## src/rtl/uart_cfg_pkg.sv

```systemverilog
package uart_cfg_pkg;
  localparam int ADDR_W = 4;
  localparam int DATA_W = 8;
  localparam int MODE_W = 3;

  localparam logic [ADDR_W-1:0] OFS_DLL  = 4'd0;
  localparam logic [ADDR_W-1:0] OFS_DLH  = 4'd1;
  localparam logic [ADDR_W-1:0] OFS_FIFO = 4'd2;
  localparam logic [ADDR_W-1:0] OFS_LCR  = 4'd3;
  localparam logic [ADDR_W-1:0] OFS_MODE = 4'd8;

  localparam logic [DATA_W-1:0] LCR_ENH_KEY = 8'hBF;
  localparam logic [MODE_W-1:0] MODE_RST    = 3'd7;

  typedef struct packed {
    logic wrMode;
    logic wrLcr;
    logic wrEfr;
    logic wrFcr;
    logic wrDll;
    logic wrDlh;
  } cfgStrobes_t;

  typedef enum logic [2:0] {
    RD_NONE, RD_MODE, RD_LCR, RD_EFR, RD_IIR, RD_DLL, RD_DLH
  } rdSel_t;
endpackage

```

## src/rtl/uart_cfg_ctrl.sv

```systemverilog
module uart_cfg_ctrl
  import uart_cfg_pkg::*;
(
  input  logic [ADDR_W-1:0] addr,
  input  logic              wrEn,
  input  logic              rdEn,
  input  logic [DATA_W-1:0] lcrVal,
  output cfgStrobes_t       stb,
  output rdSel_t            rdSel
);
  logic enhMap;
  logic divMap;

  assign enhMap = (lcrVal == LCR_ENH_KEY);
  assign divMap = lcrVal[DATA_W-1];

  always_comb begin
    stb = '0;
    if (wrEn) begin
      unique case (addr)
        OFS_MODE: stb.wrMode = 1'b1;
        OFS_LCR:  stb.wrLcr  = 1'b1;
        OFS_FIFO: begin
          stb.wrEfr = enhMap;
          stb.wrFcr = !enhMap;
        end
        OFS_DLL:  stb.wrDll = divMap;
        OFS_DLH:  stb.wrDlh = divMap;
        default:  ;
      endcase
    end
  end

  always_comb begin
    rdSel = RD_NONE;
    if (rdEn) begin
      unique case (addr)
        OFS_MODE: rdSel = RD_MODE;
        OFS_LCR:  rdSel = RD_LCR;
        OFS_FIFO: rdSel = enhMap ? RD_EFR : RD_IIR;
        OFS_DLL:  rdSel = divMap ? RD_DLL : RD_NONE;
        OFS_DLH:  rdSel = divMap ? RD_DLH : RD_NONE;
        default:  rdSel = RD_NONE;
      endcase
    end
  end
endmodule

```

## src/rtl/uart_cfg_dp.sv

```systemverilog
module uart_cfg_dp
  import uart_cfg_pkg::*;
(
  input  logic              clk,
  input  logic              rst_n,
  input  cfgStrobes_t       stb,
  input  rdSel_t            rdSel,
  input  logic [DATA_W-1:0] wrData,
  output logic [DATA_W-1:0] rdData,
  output logic [DATA_W-1:0] lcrQ,
  output logic [MODE_W-1:0] modeQ,
  output logic [DATA_W-1:0] efrQ,
  output logic [2*DATA_W-1:0] divQ,
  output logic              fifoEnQ,
  output logic              dmaQ,
  output logic [1:0]        rxTrigQ,
  output logic [1:0]        txTrigQ,
  output logic              rxClrQ,
  output logic              txClrQ
);
  logic [DATA_W-1:0] dllQ;
  logic [DATA_W-1:0] dlhQ;
  logic              enhOn;

  assign enhOn = efrQ[4];
  assign divQ  = {dlhQ, dllQ};

  always_ff @(posedge clk or negedge rst_n) begin
    if (!rst_n) begin
      modeQ   <= MODE_RST;
      lcrQ    <= '0;
      efrQ    <= '0;
      dllQ    <= '0;
      dlhQ    <= '0;
      fifoEnQ <= 1'b0;
      dmaQ    <= 1'b0;
      rxTrigQ <= '0;
      txTrigQ <= '0;
      rxClrQ  <= 1'b0;
      txClrQ  <= 1'b0;
    end else begin
      rxClrQ <= stb.wrFcr & wrData[1];
      txClrQ <= stb.wrFcr & wrData[2];
      if (stb.wrMode) modeQ <= wrData[MODE_W-1:0];
      if (stb.wrLcr)  lcrQ  <= wrData;
      if (stb.wrEfr)  efrQ  <= wrData;
      if (stb.wrDll)  dllQ  <= wrData;
      if (stb.wrDlh)  dlhQ  <= wrData;
      if (stb.wrFcr) begin
        fifoEnQ <= wrData[0];
        dmaQ    <= wrData[3];
        rxTrigQ <= wrData[7:6];
        if (enhOn) txTrigQ <= wrData[5:4];
      end
    end
  end

  always_comb begin
    unique case (rdSel)
      RD_MODE: rdData = {{(DATA_W-MODE_W){1'b0}}, modeQ};
      RD_LCR:  rdData = lcrQ;
      RD_EFR:  rdData = efrQ;
      RD_IIR:  rdData = {fifoEnQ, fifoEnQ, 6'b000001};
      RD_DLL:  rdData = dllQ;
      RD_DLH:  rdData = dlhQ;
      default: rdData = '0;
    endcase
  end
endmodule

```

## src/rtl/uart_cfg_regs.sv

```systemverilog
module uart_cfg_regs
  import uart_cfg_pkg::*;
(
  input  logic              clk,
  input  logic              rst_n,
  input  logic [ADDR_W-1:0] addr,
  input  logic              wrEn,
  input  logic              rdEn,
  input  logic [DATA_W-1:0] wrData,
  output logic [DATA_W-1:0] rdData,
  output logic              uartInReset,
  output logic [MODE_W-1:0] modeOut,
  output logic [1:0]        wordLen,
  output logic              stopBits,
  output logic              parityEn,
  output logic              parityEven,
  output logic [2*DATA_W-1:0] divisor,
  output logic              fifoEn,
  output logic              dmaMode,
  output logic [1:0]        rxTrig,
  output logic [1:0]        txTrig,
  output logic              rxFifoClr,
  output logic              txFifoClr,
  output logic              enhEn
);
  cfgStrobes_t       stb;
  rdSel_t            rdSel;
  logic [DATA_W-1:0] lcrVal;
  logic [DATA_W-1:0] efrVal;

  uart_cfg_ctrl u_ctrl (
    .addr   (addr),
    .wrEn   (wrEn),
    .rdEn   (rdEn),
    .lcrVal (lcrVal),
    .stb    (stb),
    .rdSel  (rdSel)
  );

  uart_cfg_dp u_dp (
    .clk     (clk),
    .rst_n   (rst_n),
    .stb     (stb),
    .rdSel   (rdSel),
    .wrData  (wrData),
    .rdData  (rdData),
    .lcrQ    (lcrVal),
    .modeQ   (modeOut),
    .efrQ    (efrVal),
    .divQ    (divisor),
    .fifoEnQ (fifoEn),
    .dmaQ    (dmaMode),
    .rxTrigQ (rxTrig),
    .txTrigQ (txTrig),
    .rxClrQ  (rxFifoClr),
    .txClrQ  (txFifoClr)
  );

  assign uartInReset = (modeOut != '0);
  assign wordLen     = lcrVal[1:0];
  assign stopBits    = lcrVal[2];
  assign parityEn    = lcrVal[3];
  assign parityEven  = lcrVal[4];
  assign enhEn       = efrVal[4];
endmodule

```

## config.mk

```make
export PLATFORM = sky130hd
export DESIGN_NAME = uart_cfg_regs
export DESIGN_NICKNAME = d
export VERILOG_FILES = /design/src/rtl/uart_cfg_pkg.sv /design/src/rtl/uart_cfg_ctrl.sv /design/src/rtl/uart_cfg_dp.sv /design/src/rtl/uart_cfg_regs.sv
export SDC_FILE = /design/constraint.sdc
export NUM_CORES = 1
export LEC_CHECK = 0
export ABC_CLOCK_PERIOD_IN_PS = 3080
export BUFFER_PORTS_ARGS = -buffer_cell sky130_fd_sc_hd__buf_2
export CORE_MARGIN = 4
export CORE_UTILIZATION = 35
export DETAILED_ROUTE_END_ITERATION = 7
export SLEW_MARGIN = 10
export SYNTH_ARGS = -nofsm -noshare
export SYNTH_HDL_FRONTEND = slang
export SYNTH_SLANG_ARGS = --single-unit
```

## constraint.sdc

```tcl
create_clock -name clk -period 3.08 [get_ports clk]
set_clock_uncertainty 0.1 [all_clocks]
set_input_delay 0.616 -clock clk [delete_from_list [all_inputs] [get_ports clk]]
set_output_delay 0.616 -clock clk [all_outputs]
set_load 0.05 [all_outputs]
```

==> reports/qor.csv <==
stage,metric,value,unit
status,run_status,"finished, final reports clean",
worst_setup_path,crit_arrival,2.26,ns
timing,relSlewSlack,35.5,%
global_routing,groute.usage.overall,16.4,%
worst_setup_path,worst_path_largest_cell_delay,0.43,ns
final_layout,final-instance-count-excl-fill,327,
drt,drc,0,
pwr,p_sw_share,41.7,%
synth,leading_area_contributor_after_synthesis,sky130_fd_sc_hd__dfrtp_1,
global_routing,via_count_of_the_first_global_routing_pass,1796,
worst_setup_path,timing.critical_path.fanout_max,4,
synth,post_synth_mux_area_share,17.7,%
global_routing,first_pass_grt_wire_length,9370,um
floorplan,core_area,0.00592,sq mm
synth,synth_top_flop_cell,sky130_fd_sc_hd__dfrtp_1,
pwr,net-switching-power,0.690,mW
timing,timing.setup.tns,0,ns
synth,mean_post_synth_cell_area,11.7,sq um
placed_design,place_hpwl,4260,um
final_layout,layout.cells.most_common_list,"55 x sky130_fd_sc_hd__buf_2, 40 x sky130_fd_sc_hd__dfrtp_1, 27 x sky130_fd_sc_hd__mux2_2",
worst_setup_path,buffers_plus_inverters_on_the_worst_setup_path,2,
final_layout,layout.core_utilization,45.1,%
pwr,ir_drop,0.273,mV
final_layout,layout.cells.most_common,sky130_fd_sc_hd__buf_2,
cts,tritoncts,yes,
pwr,seq_power_share,44.4,%
worst_setup_path,cp_slowest_cell,sky130_fd_sc_hd__dfrtp_1,
hold_path,worst_hold_path_type,primary input to asynchronous set/reset pin,
synth,synth_adder_area_share,0,%
floorplan,io-pin-count,58,
drt,detail_route.wl_per_cell,17.2,um
final_layout,layout.area.seq,0.00108,sq mm
final_layout,combined_area_of_the_multi_input_logic_cells,998,sq um
pwr,combPwrFrac,34.4,%
drt,final_routed_wirelength,5630,um
synth,synth_sequential_area_ratio,50.4,%
worst_setup_path,critical_path.startpoint,u_dp.lcrQ[3],
final_layout,inserted_diodes,0,
floorplan,initial_core_util,36.2,%
cts,cts-root-to-sink-buffers,2,
placed_design,dpl.cell_count,319,
worst_setup_path,regToRegEndpoint,u_dp.dllQ[4],
synth,yosys.area_share.xor_xnor,0,%
worst_setup_path,critPathKind,register to output pin,
synth,post_synth_num_cell_types,42,
pwr,power.density_cell_area,619,mW/mm^2
drt,ant_nets,0,
synth,post_synth_inst_count,183,
synth,synth_top_area_share,46.7,%
synth,post_synth_and_or_nand_nor_area_fraction,13.6,%
cts,numClockSinks,43,
timing,number_of_hold_slack_violations_in_the_final_timing_report,0,
synth,yosys_register_bits,43,
drt,via_per_inst,5.16,
floorplan,die_area,0.00744,sq mm
timing,maxSlewViolCount,0,
worst_setup_path,cp_cell_sequence,nand4_1 > or2_1 > a21o_1 > buf_4 > mux2i_1 > o311ai_2 > clkbuf_4,
drt,vias,1686,
final_layout,num-fill-cells,584,
global_routing,grt_antenna_before_repair,0,
final_layout,areaGrowthSynthToFinish,24.6,%
worst_setup_path,rr_startpoint,u_dp.lcrQ[7],
floorplan,die_h,86.3,um
synth,synth_top_family_by_area,multiplexers,
drt,drt_iter0_drc,107,
drt,first_pass_iters,4,
cts,clock_input_transition_at_the_sequential_cells_of_the_worst_setup_and_hold_paths,0.08,ns
synth,netlist_top_cells_area,"sky130_fd_sc_hd__dfrtp_1 47%, sky130_fd_sc_hd__mux2_2 14%, sky130_fd_sc_hd__dfstp_2 3.7%",
timing,timing.fmax,336,MHz
pwr,static-leakage-power,1.37,nW
global_routing,grt.overflow.total,0,
pwr,p_clk_share,21.3,%
cts,cts-buffers-inserted,5,
timing,least_margin_pin_slew,0.967,ns
worst_setup_path,cpLargestDelayFamily,simple AND/OR/NAND/NOR gates,
worst_setup_path,crit_path_end,rdData[0],
timing,final-setup-viol-count,0,
cts,h-tree-depth,2,
final_layout,layout-drive-gt1-share,48.4,%
run,cap_violations,0,
cts,post-cts-setup-buffers,0,
placed_design,total_of_buffers_placed_on_input_and_output_ports,57,
synth,yosys_warnings,0,
global_routing,grt_start_max_net_pins,44,
synth,synth-edff-count,0,
worst_setup_path,timing.critical_path.to_type,output pin,
worst_setup_path,required,2.36,ns
cts,worstSkewPairLatency,0.29,ns
floorplan,rows,28,
final_layout,final_nets,267,
worst_setup_path,reg_to_reg_setup_timing_slack,1.08,ns
worst_setup_path,startpoint_type,register,
worst_setup_path,critical_path_depth,7,
timing,setup_repair_after_global_routing_missed_its_margin,false,
synth,syn_area,0.00214,sq mm
timing,final.period_utilization,96.7,%
timing,period_needed,2.98,ns
placed_design,routabilityCongestion,0.927,
floorplan,die_w,86.3,um
synth,synthArstFlopShare,100,%
cts,clk_root_buffer_cell,sky130_fd_sc_hd__clkbuf_8,
pwr,intPower,0.963,mW
worst_setup_path,timing.reg2reg.worst_path_depth,4,
synth,synthesized_area_fraction_occupied_by_ao_oa_aoi_and_oai_cells,14.4,%
synth,synth.net_count,199,
-- sequential cells by signal, indices dropped and copies added, names as in the netlist --
register	cells
u_dp.dlhQ	8
u_dp.dllQ	8
u_dp.dmaQ	1
u_dp.efrQ	8
u_dp.fifoEnQ	1
u_dp.lcrQ	8
u_dp.modeQ	3
u_dp.rxClrQ	1
u_dp.rxTrigQ	2
u_dp.txClrQ	1
u_dp.txTrigQ	2
-- worst min path at each step --
stage / to / depth (start not counted)
6_report: u_dp.rxClrQ / 1
4_1_cts: u_dp.rxClrQ / 1
5_1_grt: u_dp.modeQ[1] / 2
2_1_floorplan: u_dp.dlhQ[0] / 0
3_5_place_dp: u_dp.rxTrigQ[0] / 1
3_3_place_gp: u_dp.rxTrigQ[0] / 1
-- worst reg2reg max path, stage by stage, from the launching register on --
cell and delay, ns:
sky130_fd_sc_hd__dfrtp_1 0.47, sky130_fd_sc_hd__nor2b_1 0.19, sky130_fd_sc_hd__and2_1 0.20, sky130_fd_sc_hd__nand3b_1 0.47
sky130_fd_sc_hd__mux2_2 0.46
-- logic make-up (layout without fill, tap and decap cells) --
group | after synthesis | after routing
and+or+nand+nor | 50 | 50
AOI/OAI and AO/OA | 38 | 38
buffers and inverters | 18 | 87
DFF | 43 | 43
muxes | 34 | 34
-- power by group through the flow --
stage / clock network (mW) / logic (mW) / registers [mW]
detailed placement: 0 / 0.573 / 0.746
global route: 0.391 / 0.605 / 0.748
global placement: 0 / 0.570 / 0.744
floorplan: 0 / 0.184 / 0.979
CTS: 0.361 / 0.574 / 0.735
finish: 0.352 / 0.568 / 0.734
-- Yosys cell counts (4+ instances only) --
library cell and n:
sky130_fd_sc_hd__inv_1 11, sky130_fd_sc_hd__o221ai_2 5, sky130_fd_sc_hd__nand4_1 4, sky130_fd_sc_hd__and3_1 4
sky130_fd_sc_hd__nand2_1 16, sky130_fd_sc_hd__o21ai_0 11, sky130_fd_sc_hd__a22oi_1 7, sky130_fd_sc_hd__mux2_1 4
sky130_fd_sc_hd__mux2_2 27, sky130_fd_sc_hd__dfrtp_1 40, sky130_fd_sc_hd__nor2_1 7
-- timing repair --
action                                  CTS  global route
hold buffers                              0             0
endpoints found under the setup margin    0             2
resized for setup                         0             2
-- through the flow --
stage	power (mW)	setup slack [ns]	hold slack (ns)	instance area, sq um
2_1_floorplan	1.16	0.0330	0.220	2160
3_3_place_gp	1.31	0.113	0.376	2580
3_5_place_dp	1.32	0.113	0.383	2580
4_1_cts	1.67	0.0610	0.398	2670
5_1_grt	1.74	0.00393	0.421	2670
6_report	1.65	0.103	0.367	2670
-- layout make-up --
class	instances	area share, %
Tap cell	75	3.51
Sequential cell	43	40.4
Clock buffer	6	2.72
Timing Repair Buffer	68	14.0
Inverter	11	1.55
Multi-Input combinational cell	122	37.4
Clock inverter	2	0.468
-- layer usage --
layer / wire [um] / GRT usage [%] / vias up / share of wire, %
li1: - / - / 809 / -
met1: 2520 / 21.5 / 837 / 45
met2: 2750 / 26.0 / 33 / 49
met3: 255 / 4.47 / 7 / 4.5
met4: 97 / 6.23 / 0 / 1.7
met5: 0 / 0 / - / 0
(Power assumes the default switching activity.)
